**config.mk**
```make
export PLATFORM = sky130hd
export DESIGN_NAME = frac_rate_gen
export DESIGN_NICKNAME = d
export VERILOG_FILES = /design/src/rtl/frg_pkg.sv /design/src/rtl/frg_datapath.sv /design/src/rtl/frg_ctrl.sv /design/src/rtl/frac_rate_gen.sv
export SDC_FILE = /design/constraint.sdc
export NUM_CORES = 1
export LEC_CHECK = 0
export CAP_MARGIN = 20
export CORE_AREA = 8 8 45 47
export DETAILED_ROUTE_END_ITERATION = 7
export DIE_AREA = 0 0 53 55
export DONT_BUFFER_PORTS = 1
export MAX_ROUTING_LAYER = met4
export PLACE_DENSITY = 0.75
export SKIP_LAST_GASP = 1
export SLEW_MARGIN = 30
export SYNTH_ARGS = -nofsm -noshare
export SYNTH_HDL_FRONTEND = slang
export SYNTH_SLANG_ARGS = --single-unit
```
**constraint.sdc**
```tcl
create_clock -name clk -period 2.4 [get_ports clk]
set_input_delay 0.24 -clock clk [delete_from_list [all_inputs] [get_ports clk]]
set_output_delay 0.24 -clock clk [all_outputs]
set_load 0.01 [all_outputs]
```
**src/rtl/frg_pkg.sv**
```systemverilog
package frg_pkg;

  // Strobes from the sequencing control to the remainder datapath.
  typedef struct packed {
    logic clear;    // zero the remainder
    logic advance;  // this cycle emits: add the increment to the remainder
  } frgCtrl_t;

endpackage

```
**src/rtl/frg_datapath.sv**
```systemverilog
module frg_datapath
  import frg_pkg::*;
#(
  parameter int FRAC_BITS = 8
) (
  input  logic                 clk,
  input  logic                 rst,
  input  frgCtrl_t             ctrl,
  input  logic [FRAC_BITS-1:0] incr,
  output logic                 carry,
  output logic [FRAC_BITS-1:0] remainder
);

  localparam int SUM_W = FRAC_BITS + 1;

  logic [FRAC_BITS-1:0] accQ;
  logic [SUM_W-1:0]     sumNext;

  // The sum is one bit wider than the remainder; its top bit is the overflow.
  always_comb begin
    sumNext = {1'b0, accQ} + {1'b0, incr};
    carry   = sumNext[FRAC_BITS];
  end

  // The overflow is dropped by keeping only the low bits.
  always_ff @(posedge clk) begin
    if (rst || ctrl.clear) begin
      accQ <= '0;
    end else if (ctrl.advance) begin
      accQ <= sumNext[FRAC_BITS-1:0];
    end
  end

  assign remainder = accQ;

endmodule

```
**src/rtl/frg_ctrl.sv**
```systemverilog
module frg_ctrl
  import frg_pkg::*;
(
  input  logic     clk,
  input  logic     rst,
  input  logic     run,
  input  logic     carry,
  output frgCtrl_t ctrl,
  output logic     strobe
);

  logic dropPending;
  logic strobeQ;

  always_comb begin
    ctrl.clear   = !run;
    ctrl.advance = run && !dropPending;
  end

  // An emitting cycle arms a drop when the remainder overflows.
  // A dropping cycle always disarms it.
  always_ff @(posedge clk) begin
    if (rst || !run) begin
      dropPending <= 1'b0;
      strobeQ     <= 1'b0;
    end else if (dropPending) begin
      dropPending <= 1'b0;
      strobeQ     <= 1'b0;
    end else begin
      dropPending <= carry;
      strobeQ     <= 1'b1;
    end
  end

  assign strobe = strobeQ;

  // a dropped cycle inside a run is always followed by a strobe.
  a_r4_no_double_drop: assert property (@(posedge clk) disable iff (rst)
    (!strobeQ && $past(run) && !$past(rst) && run) |=> strobeQ);

  // a low run sampled at an edge leaves the strobe low afterwards.
  a_r6_idle_low: assert property (@(posedge clk) disable iff (rst)
    !run |=> !strobeQ);

endmodule

```
**src/rtl/frac_rate_gen.sv**
```systemverilog
module frac_rate_gen
  import frg_pkg::*;
#(
  parameter int FRAC_BITS = 8
) (
  input  logic                 clk,
  input  logic                 rst,
  input  logic                 run,
  input  logic [FRAC_BITS-1:0] mult,
  output logic                 rateStrobe
);

  frgCtrl_t             ctrlBus;
  logic                 carryBit;
  logic [FRAC_BITS-1:0] remainder;

  frg_ctrl u_ctrl (
    .clk    (clk),
    .rst    (rst),
    .run    (run),
    .carry  (carryBit),
    .ctrl   (ctrlBus),
    .strobe (rateStrobe)
  );

  frg_datapath #(.FRAC_BITS(FRAC_BITS)) u_dp (
    .clk       (clk),
    .rst       (rst),
    .ctrl      (ctrlBus),
    .incr      (mult),
    .carry     (carryBit),
    .remainder (remainder)
  );

  // a zero increment two cycles back cannot have armed a drop.
  a_r2_unity: assert property (@(posedge clk) disable iff (rst)
    ($past(run) && ($past(mult, 2) == '0) && !$past(rst) && !$past(rst, 2))
      |-> rateStrobe);

  // the remainder holds still across a dropped cycle.
  a_r5_hold_on_drop: assert property (@(posedge clk) disable iff (rst)
    ($past(run) && !$past(rst) && !rateStrobe) |-> $stable(remainder));

endmodule

```
* Word-level counts from Yosys, hierarchy flattened
Index checks and enable logic that the tools add are counted.
** Storage, ports and cells
- Output and inout port bits :: 1
- Bits in registers :: 10
- Bits of input ports :: 11
- Word-level logic and storage cells :: 10
** Cells by class
- Add/sub/neg operators :: 1
- Muxes and demuxes :: 1
- Reduce and logical (&&, ||, !) cells :: 5
** Operator list (count)
- $add A8 B8 Y9 :: 1
- $logic_not A1 Y1 :: 2
- $reduce_or A2 Y1 :: 1
- $logic_and A1 B1 Y1 :: 1
- $logic_or A1 B1 Y1 :: 1
- $mux W1 :: 1

* Logic depth before layout (Yosys ltp)
Gate-level depths: netlist (run 1).
- Word-level depth :: 3
- Gate-level depth with buffers :: 6
- Depth with buffers taken out :: 6

* Hierarchy
Synthesis (run 1) repeated with hierarchy kept, for this count alone.
** Second synthesis, totals
- Cell total of the unflattened synthesis :: 75
- Area total of the unflattened synthesis :: 684.4 um^2
** Modules (own cells, without submodules)
- frg_datapath :: area an instance 611.8 um^2, sequential area each 160.2 um^2, cells each 69, instances 1
- frg_ctrl :: area an instance 72.6 um^2, sequential area each 40.0 um^2, cells each 6, instances 1

* Worst setup path before layout (run 1)
OpenSTA, ideal clock, no wires.
- Path kind :: register -> register
- Start :: reg u_dp.accQ[0], in the netlist u_dp.remainder[0]
- End :: reg u_dp.accQ[6], in the netlist u_dp.remainder[6]
- Required time :: 2.284 ns
- Arrival :: 1.750 ns
- Cell stages (with the launch flop) :: 7
- Setup slack :: 0.534 ns
- Clock period less this slack :: 1.866 ns
- Library setup time :: 0.116 ns
- Buffers on the path :: 0
- Cells stage by stage :: dfxtp_1 ha_1 fa_1 a211oi_2 o21bai_1 a211o_1 a31o_2
** Between the ends
- Word-level cells in the longest chain between the ends :: 1
** Ends and longest elaborated chain
- start: declaration :: line frg_datapath.sv:16 : logic [FRAC_BITS-1:0] accQ;
- start signal: assignment :: line frg_datapath.sv:30 : accQ <= sumNext[FRAC_BITS-1:0];
- $add A8 B8 Y9 :: line frg_datapath.sv:21 : sumNext = {1'b0, accQ} + {1'b0, incr};
Every way passes these cells.
A chain may end at the register's enable or synchronous reset.

* Worst setup path after layout (run 1)
Same ends and word-level chain as after synthesis.

==> results.txt, run 1 <==
----------------------------------------------------
[Run]
  Max-cap violation count ... 0

[Clock tree]
  Setup fix buffers added after clock tree synthesis ... 0
  Reg clk slew, reported paths ... 70 ps
  Insertion delay of the later-clocked pin in the worst-skew pair ... 270 ps
  Number of buffers inserted for hold repair after clock tree synthesis ... 0
  CTS H-Tree Depth ... 1
  CTS Root Cell ... clkbuf_4
  Number of clock buffers inserted by TritonCTS ... 3
  Clock tree from TritonCTS ... done
  Clk sink count ... 10
  Post-cts sizing count ... 0
  Largest buffer count on any clock path ... 2

[Global routing]
  Sum of overflow across all layers after global routing ... 0
  Via count of the first global-routing pass ... 510
  Pin count of the biggest net entering global routing ... 17
  Number of antenna violations at the first check in global routing ... 0
  GRT Util Overall ... 10.27%
  First-pass GRT wire length ... 2159 um

[Critical path]
  Cells along the critical path ... ha_1 -> fa_1 -> a211oi_2 -> o21bai_1 -> a211o_1 -> a31o_2
  Number of cells on the worst reg-to-reg path ... 6
  Critical path endpoint category ... flip-flop
  Startpoint of the most critical register-to-register path ... u_dp.remainder[0]
  CP delay by family, top ... compound AO/OA/AOI/OAI gates
  R2R Setup Slk ... 430 ps
  Data arrival at the endpoint of the critical path ... 2140 ps
  Critical path's slowest cell ... fa_1
  Capturing point of the worst reg2reg path ... u_dp.remainder[6]
  Crit path launch type ... flip-flop
  Crit path buf inv count ... 0
  Critical path depth ... 6
  Biggest fanout along the worst timing path ... 3
  Worst path max stage delay ... 430 ps
  Critical path start-end classification ... flip-flop to flip-flop
  Worst Path Required ... 2570 ps

[Detailed routing]
  Antenna-violating nets left ... 0
  1st-iter DRT viols ... 7
  Met3 Routed Length ... 67 um
  Length of the first detailed-routing pass in iterations ... 4
  Per-cell via count in the routed design ... 5.978
  WL per Instance ... 13.93 um
  DR vias ... 544
  Total wire length after detailed routing ... 1268 um
  Highest metal used ... met4
  Residual DRC count ... 0
  Detail Route met2 WL ... 586 um
  Routed metal-1 wirelength ... 584 um

[Cells and area]
  Layout-stage area growth over the synthesis result ... 5.395%
  Number of filler cells placed in the layout ... 133
  Footprint of the multi-input gates ... 441.7 um^2
  Design area ... 684.4 um^2
  Fraction of layout instances using a drive strength above 1 ... 9.333%
  Diodes inserted ... 0
  Core occupancy in the finished layout ... 49.46%
  Nets ... 97
  Sequential cell area ... 200.2 um^2

[Timing]
  Final-report setup violation count ... 0
  Final hold violations ... 0
  Setup repair after global routing missed its margin ... no
  Timing-limited maximum frequency ... 507.7 MHz
  Number of pins with negative max-slew slack in the final report ... 0
  Setup ws final ... 430.4 ps
  Rel. slew slack ... 63.18%
  Worst clock skew ... 1.075 ps
  Final period demand of the worst path ... 1970 ps
  Ratio of final minimum period to clock period ... 82.07%
  Worst Max-Slew Pin Slew ... 551.6 ps
  Total Neg Setup Slack ... 0 ps

[Place]
  IO Port Bufs ... 0
  DP HPWL ... 980.5 um
  Worst-case setup slack after placement ... 450.8 ps
  Final weighted congestion in routability-driven placement ... 0.8941
  Area post-placement ... 661.9 um^2

[Power]
  Pwr dens ... 578.4 mW/mm^2
  Post-layout power ... 0.3959 mW
  VDD IR max ... 276.7 uV
  Leakage ... 0.2827 nW

[Floorplanning]
  Area enclosed by the die boundary ... 0.002915 mm^2
  Chip height ... 55 um
  Total core area ... 0.001384 mm^2
  Initial Util ... 46.93%
  Die extent in x ... 53 um
  FP Rows ... 14
  Number of placed I/O pins ... 12

[Synth]
  FF+latch count, synth ... 10
  Total standard cell area after synthesis ... 649.4 um^2
  Fraction of the yosys area taken by sequential cells ... 30.83%
  Post-Synthesis Cells ... 74
  Post-synthesis average cell area ... 8.775 um^2
  Distinct cell type count after synthesis ... 29
  Post-synth net total ... 94
  Number of warnings printed during yosys synthesis ... 0

[Worst hold path]
  Type of the most critical hold path ... input port to flip-flop
  Destination of the worst hold path ... u_dp.remainder[7]
  Hold Path Origin ... rst
  Hold depth ... 3

[Outcome]
  Status ... finished, final reports clean

----------------------------------------------------
[worst min-delay path, cell delays in order]
cell	delay (ps)
nor2b_1	60
nand3_1	90
nand3_1	70
[cells in the final DEF, fill, tap and decap left out, types with 2 or more instances in the layout]
cell	instances
dfxtp_1	10
mux2i_1	2
a21oi_1	8
nand2_1	4
o21ai_0	4
a211oi_1	2
ha_1	8
nand3_1	6
clkbuf_4	3
o21bai_1	2
or3_1	2
nor2_1	7
[area by class of cell]
class	instances	share of cell area [%]
Tap cell	16	2.925
Multi-Input combinational cell	62	64.53
Sequential cell	10	29.25
Clock buffer	3	3.291
[cells by family after synthesis]
family | synth area share [%]
AOI/OAI and AO/OA | 25.05
adders and majority gates | 18.50
DFF | 30.83
buffers and inverters | 1.157
xor gates and xnor gates | 1.349
and+or+nand+nor | 20.04
muxes | 3.083
[sequential cells by signal, summed over array words and instances (netlist names)]
signal	count
u_ctrl.dropPending	1
u_dp.remainder	8
u_ctrl.strobe	1
[cell usage after synthesis]
cell / n / share of area [%]
a21oi_1: 8 / 6.2
a211oi_1: 2 / 2.3
and3_1: 1 / 0.96
ha_1: 8 / 15
o21bai_1: 2 / 2.3
o31ai_1: 1 / 1.2
a2111o_1: 1 / 1.7
nand3_1: 6 / 4.6
clkbuf_1: 2 / 1.2
a211o_1: 1 / 1.3
nor3b_1: 1 / 1.2
and3_2: 1 / 1.2
nor2b_1: 1 / 0.96
a21o_2: 1 / 1.3
o21ai_0: 4 / 3.1
dfxtp_1: 10 / 31
a31o_2: 1 / 1.3
a211oi_2: 1 / 1.9
a21o_1: 1 / 1.2
nand2_1: 4 / 2.3
mux2i_1: 2 / 3.1
nor2_1: 7 / 4.0
xnor2_1: 1 / 1.3
nor3_1: 1 / 0.77
nand3b_1: 1 / 1.2
nand2b_1: 1 / 0.96
o21a_1: 1 / 1.2
or3_1: 2 / 1.9
fa_1: 1 / 3.1
[per-layer routing]
metal	vias to the layer above	track usage (%)
li1	281	-
met1	242	11.47
met4	0	7.759
met2	16	15.04
met3	5	3.209
met5	-	-
[worst max-delay path by stage]
stage                                 start                 to
after detailed placement  u_dp.remainder[0]  u_dp.remainder[6]
after CTS                 u_dp.remainder[0]  u_dp.remainder[6]
after floorplan           u_dp.remainder[0]  u_dp.remainder[6]
after global routing      u_dp.remainder[0]  u_dp.remainder[6]
after global placement    u_dp.remainder[0]  u_dp.remainder[6]
final                     u_dp.remainder[0]  u_dp.remainder[6]
[stage by stage]
stage	cells	hold WS (ps)
floorplan	74	435.6
global placement	88	443.9
detailed placement	88	455.8
CTS	91	245.0
global route	91	268.7
finish	91	235.6
[power breakdown]
part	internal [mW]	total (mW)	leakage, nW	switching [mW]
clock network	0.0582	0.121	0.0138	0.0625
logic	0.0421	0.0883	0.187	0.0462
registers	0.178	0.187	0.0821	0.00915
total	0.278	0.396	0.283	0.118
Note: power is estimated with default switching activity, not from simulation.
==> run 2, diff against run 1 <==
Settings changed: ABC_AREA set to 1, PLACE_DENSITY 0.75 to 0.8.
Clock period 2.4 ns to 2 ns, I/O delays scaled along.
==> results.txt, run 2 <==
----------------------------------------------------
[Critical path]
  Critical path start-end classification ... flip-flop to flip-flop
  Cell type with the highest occurrence count on the critical path ... nand2_1
  Worst Path Required ... 2170 ps
  Crit path launch type ... flip-flop
  Cells along the critical path ... ha_1 -> fa_1 -> nand2_1 -> nand2_1 -> nand3b_1 -> nand2_1 -> nand2_1 -> nand3_1 -> nand2_1 -> inv_1
  Biggest fanout along the worst timing path ... 2
  Data arrival at the endpoint of the critical path ... 1770 ps
  Critical path endpoint category ... flip-flop
  CP delay by family, top ... adder cells
  Crit path buf inv count ... 1
  Critical path's slowest cell ... fa_1
  Worst path max stage delay ... 420 ps

[Floorplanning]
  Chip height ... 55 um
  FP Rows ... 14
  Initial Util ... 51.72%
  Die extent in x ... 53 um
  Number of placed I/O pins ... 12
  Total core area ... 0.001384 mm^2
  Area enclosed by the die boundary ... 0.002915 mm^2

[Timing]
  Rel. slew slack ... 82.46%
  Worst clock skew ... 3.510 ps
  Final period demand of the worst path ... 1600 ps
  Ratio of final minimum period to clock period ... 80.00%
  Setup repair after global routing missed its margin ... no
  Worst Max-Slew Pin Slew ... 263.1 ps
  Final hold violations ... 0
  Total Neg Setup Slack ... 0 ps
  Number of pins with negative max-slew slack in the final report ... 0
  Timing-limited maximum frequency ... 625.0 MHz
  Final-report setup violation count ... 0

[Clock tree]
  Clk sink count ... 10
  Insertion delay of the later-clocked pin in the worst-skew pair ... 270 ps
  Largest buffer count on any clock path ... 2
  CTS Root Cell ... clkbuf_4
  Clock tree from TritonCTS ... done
  Number of clock buffers inserted by TritonCTS ... 3
  Setup fix buffers added after clock tree synthesis ... 0
  CTS H-Tree Depth ... 1
  Reg clk slew, reported paths ... 70 ps

[Detailed routing]
  Residual DRC count ... 0
  1st-iter DRT viols ... 14
  Met3 Routed Length ... 70 um
  Per-cell via count in the routed design ... 5.023
  Length of the first detailed-routing pass in iterations ... 4
  WL per Instance ... 11.27 um
  Highest metal used ... met4
  Total wire length after detailed routing ... 1442 um
  Detail Route met2 WL ... 682 um
  DR vias ... 643
  Antenna-violating nets left ... 0
  Routed metal-1 wirelength ... 661 um

[Synth]
  Number of warnings printed during yosys synthesis ... 0
  Prevailing post-synth register cell ... dfxtp_1
  Commonest cells in the synthesized netlist ... 24 x nand2_1, 18 x inv_1, 18 x nor2_1, 10 x dfxtp_1
  Distinct cell type count after synthesis ... 18
  Number of enable flip-flop cells after synthesis ... 0
  Library cell with the highest instance count after synthesis ... nand2_1
  Combinational family with the most area after synthesis ... simple AND/OR/NAND/NOR gates
  Post-Synthesis Cells ... 107
  Async set or reset register ratio after synthesis ... 0%
  Post-synth net total ... 127
  Cell taking the most area after synthesis ... dfxtp_1
  Adder-Cell Fraction of Synth Area ... 16.78%
  Post-synthesis compound-gate area fraction ... 9.266%
  Fraction of the yosys area taken by sequential cells ... 27.97%
  Share of cell area taken by muxes after synthesis ... 0%
  Post-synthesis average cell area ... 6.689 um^2
  Total standard cell area after synthesis ... 715.7 um^2
  FF+latch count, synth ... 10
  Fraction of post-synthesis cell area in the top cell type by area ... 27.97%
  Largest cells by area after synthesis ... dfxtp_1 28%, ha_1 14%, nand2_1 13%
  Simple-gate share of the synthesized area ... 34.09%
  Xor/xnor share of the synthesized area ... 2.448%

[Power]
  Logic gate share of total power ... 24.8%
  Internal power summed over all cells ... 0.3781 mW
  Post-layout power ... 0.5379 mW
  Switching part of the total ... 29.71%
  Leakage ... 0.4412 nW
  Seq pwr share ... 41.1%
  VDD IR max ... 388.7 uV
  Switching power total ... 0.1598 mW
  Clock network power share ... 34.1%
  Pwr dens ... 687.9 mW/mm^2

[Cells and area]
  Max FFs per register ... 8
  Diodes inserted ... 0
  Nets ... 133
  Most frequent cells in the layout ... 24 x nand2_1, 18 x inv_1, 18 x nor2_1
  Commonest non-fill, non-tap cell in the layout ... nand2_1
  Layout-stage area growth over the synthesis result ... 9.266%
  Fraction of layout instances using a drive strength above 1 ... 7.143%

[Global routing]
  First-pass GRT wire length ... 2601 um
  GRT Util Overall ... 12.21%
  Via count of the first global-routing pass ... 604
  Number of antenna violations at the first check in global routing ... 0
  Sum of overflow across all layers after global routing ... 0
  Pin count of the biggest net entering global routing ... 8

[Outcome]
  Status ... finished, final reports clean

[Run]
  Max-cap violation count ... 0

[Place]
  DP HPWL ... 1144 um
  IO Port Bufs ... 0
  Final weighted congestion in routability-driven placement ... 0.7799

[Worst hold path]
  Type of the most critical hold path ... input port to flip-flop

----------------------------------------------------
-- run 2: cells by family (layout without fill, tap and decap cells) --
group                    Yosys count  count (layout)
adder cells (fa/ha/maj)            9               9
AO/OA/AOI/OAI                     12              12
flip-flops                        10              10
XOR/XNOR                           2               2
AND/OR/NAND/NOR                   56              56
buffers and inverters             18              23
-- run 2: final cells by class --
type / instances / area (um^2)
Sequential cell: 10 / 200.2
Tap cell: 16 / 20.02
Clock buffer: 4 / 36.28
Fill cell: 138 / 601.8
Timing Repair Buffer: 1 / 10.01
Inverter: 18 / 67.56
Multi-Input combinational cell: 79 / 447.9
-- run 2: power groups by stage --
stage               Clock, mW  Sequential, mW  Combinational, mW
CTS                     0.186           0.221              0.134
finish                  0.183           0.221              0.134
global route            0.203           0.223              0.154
detailed placement          0           0.225              0.131
global placement            0           0.225              0.128
floorplan                   0           0.224              0.109
-- run 2: what timing repair did --
| action | CTS | global route |
|---|---|---|
| endpoints found under the hold margin | 1 | 0 |
| gates resized for setup | 0 | 0 |
| hold buffers | 1 | 0 |
| setup endpoints to repair | 0 | 0 |
-- run 2: tightest hold or removal path: stages --
cell and delay (ps):
nor2_1 60, o21ai_0 70, a21oi_1 40
-- run 2: worst paths after layout --
check	startpoint	to	slack, ps	cells after the start
worst min register to register	u_dp.remainder[0]	u_dp.remainder[0]	540	2
worst max register to register	u_dp.remainder[0]	u_dp.remainder[6]	400	10
worst max-delay path	u_dp.remainder[0]	u_dp.remainder[6]	400	10
worst min-delay path	rst	u_dp.remainder[2]	150	3
-- run 2: stage by stage --
step	setup slack [ps]	std cells	cell area (um^2)	hold WS, ps	utilization, %
after global placement	523.1	123	735.7	275.5	53.16
after detailed placement	438.6	123	735.7	275.8	53.16
after floorplan	564.0	107	715.7	273.4	-
after CTS	401.7	128	782.0	153.2	56.51
final	400.1	128	782.0	148.8	56.51
after global routing	260.8	128	782.0	163.8	56.51
-- run 2: layer usage --
| layer | GRT usage (%) | up-vias |
|---|---|---|
| li1 | - | 344 |
| met1 | 13.21 | 284 |
| met2 | 19.34 | 10 |
| met3 | 4.545 | 5 |
| met4 | 6.034 | 0 |
| met5 | - | - |
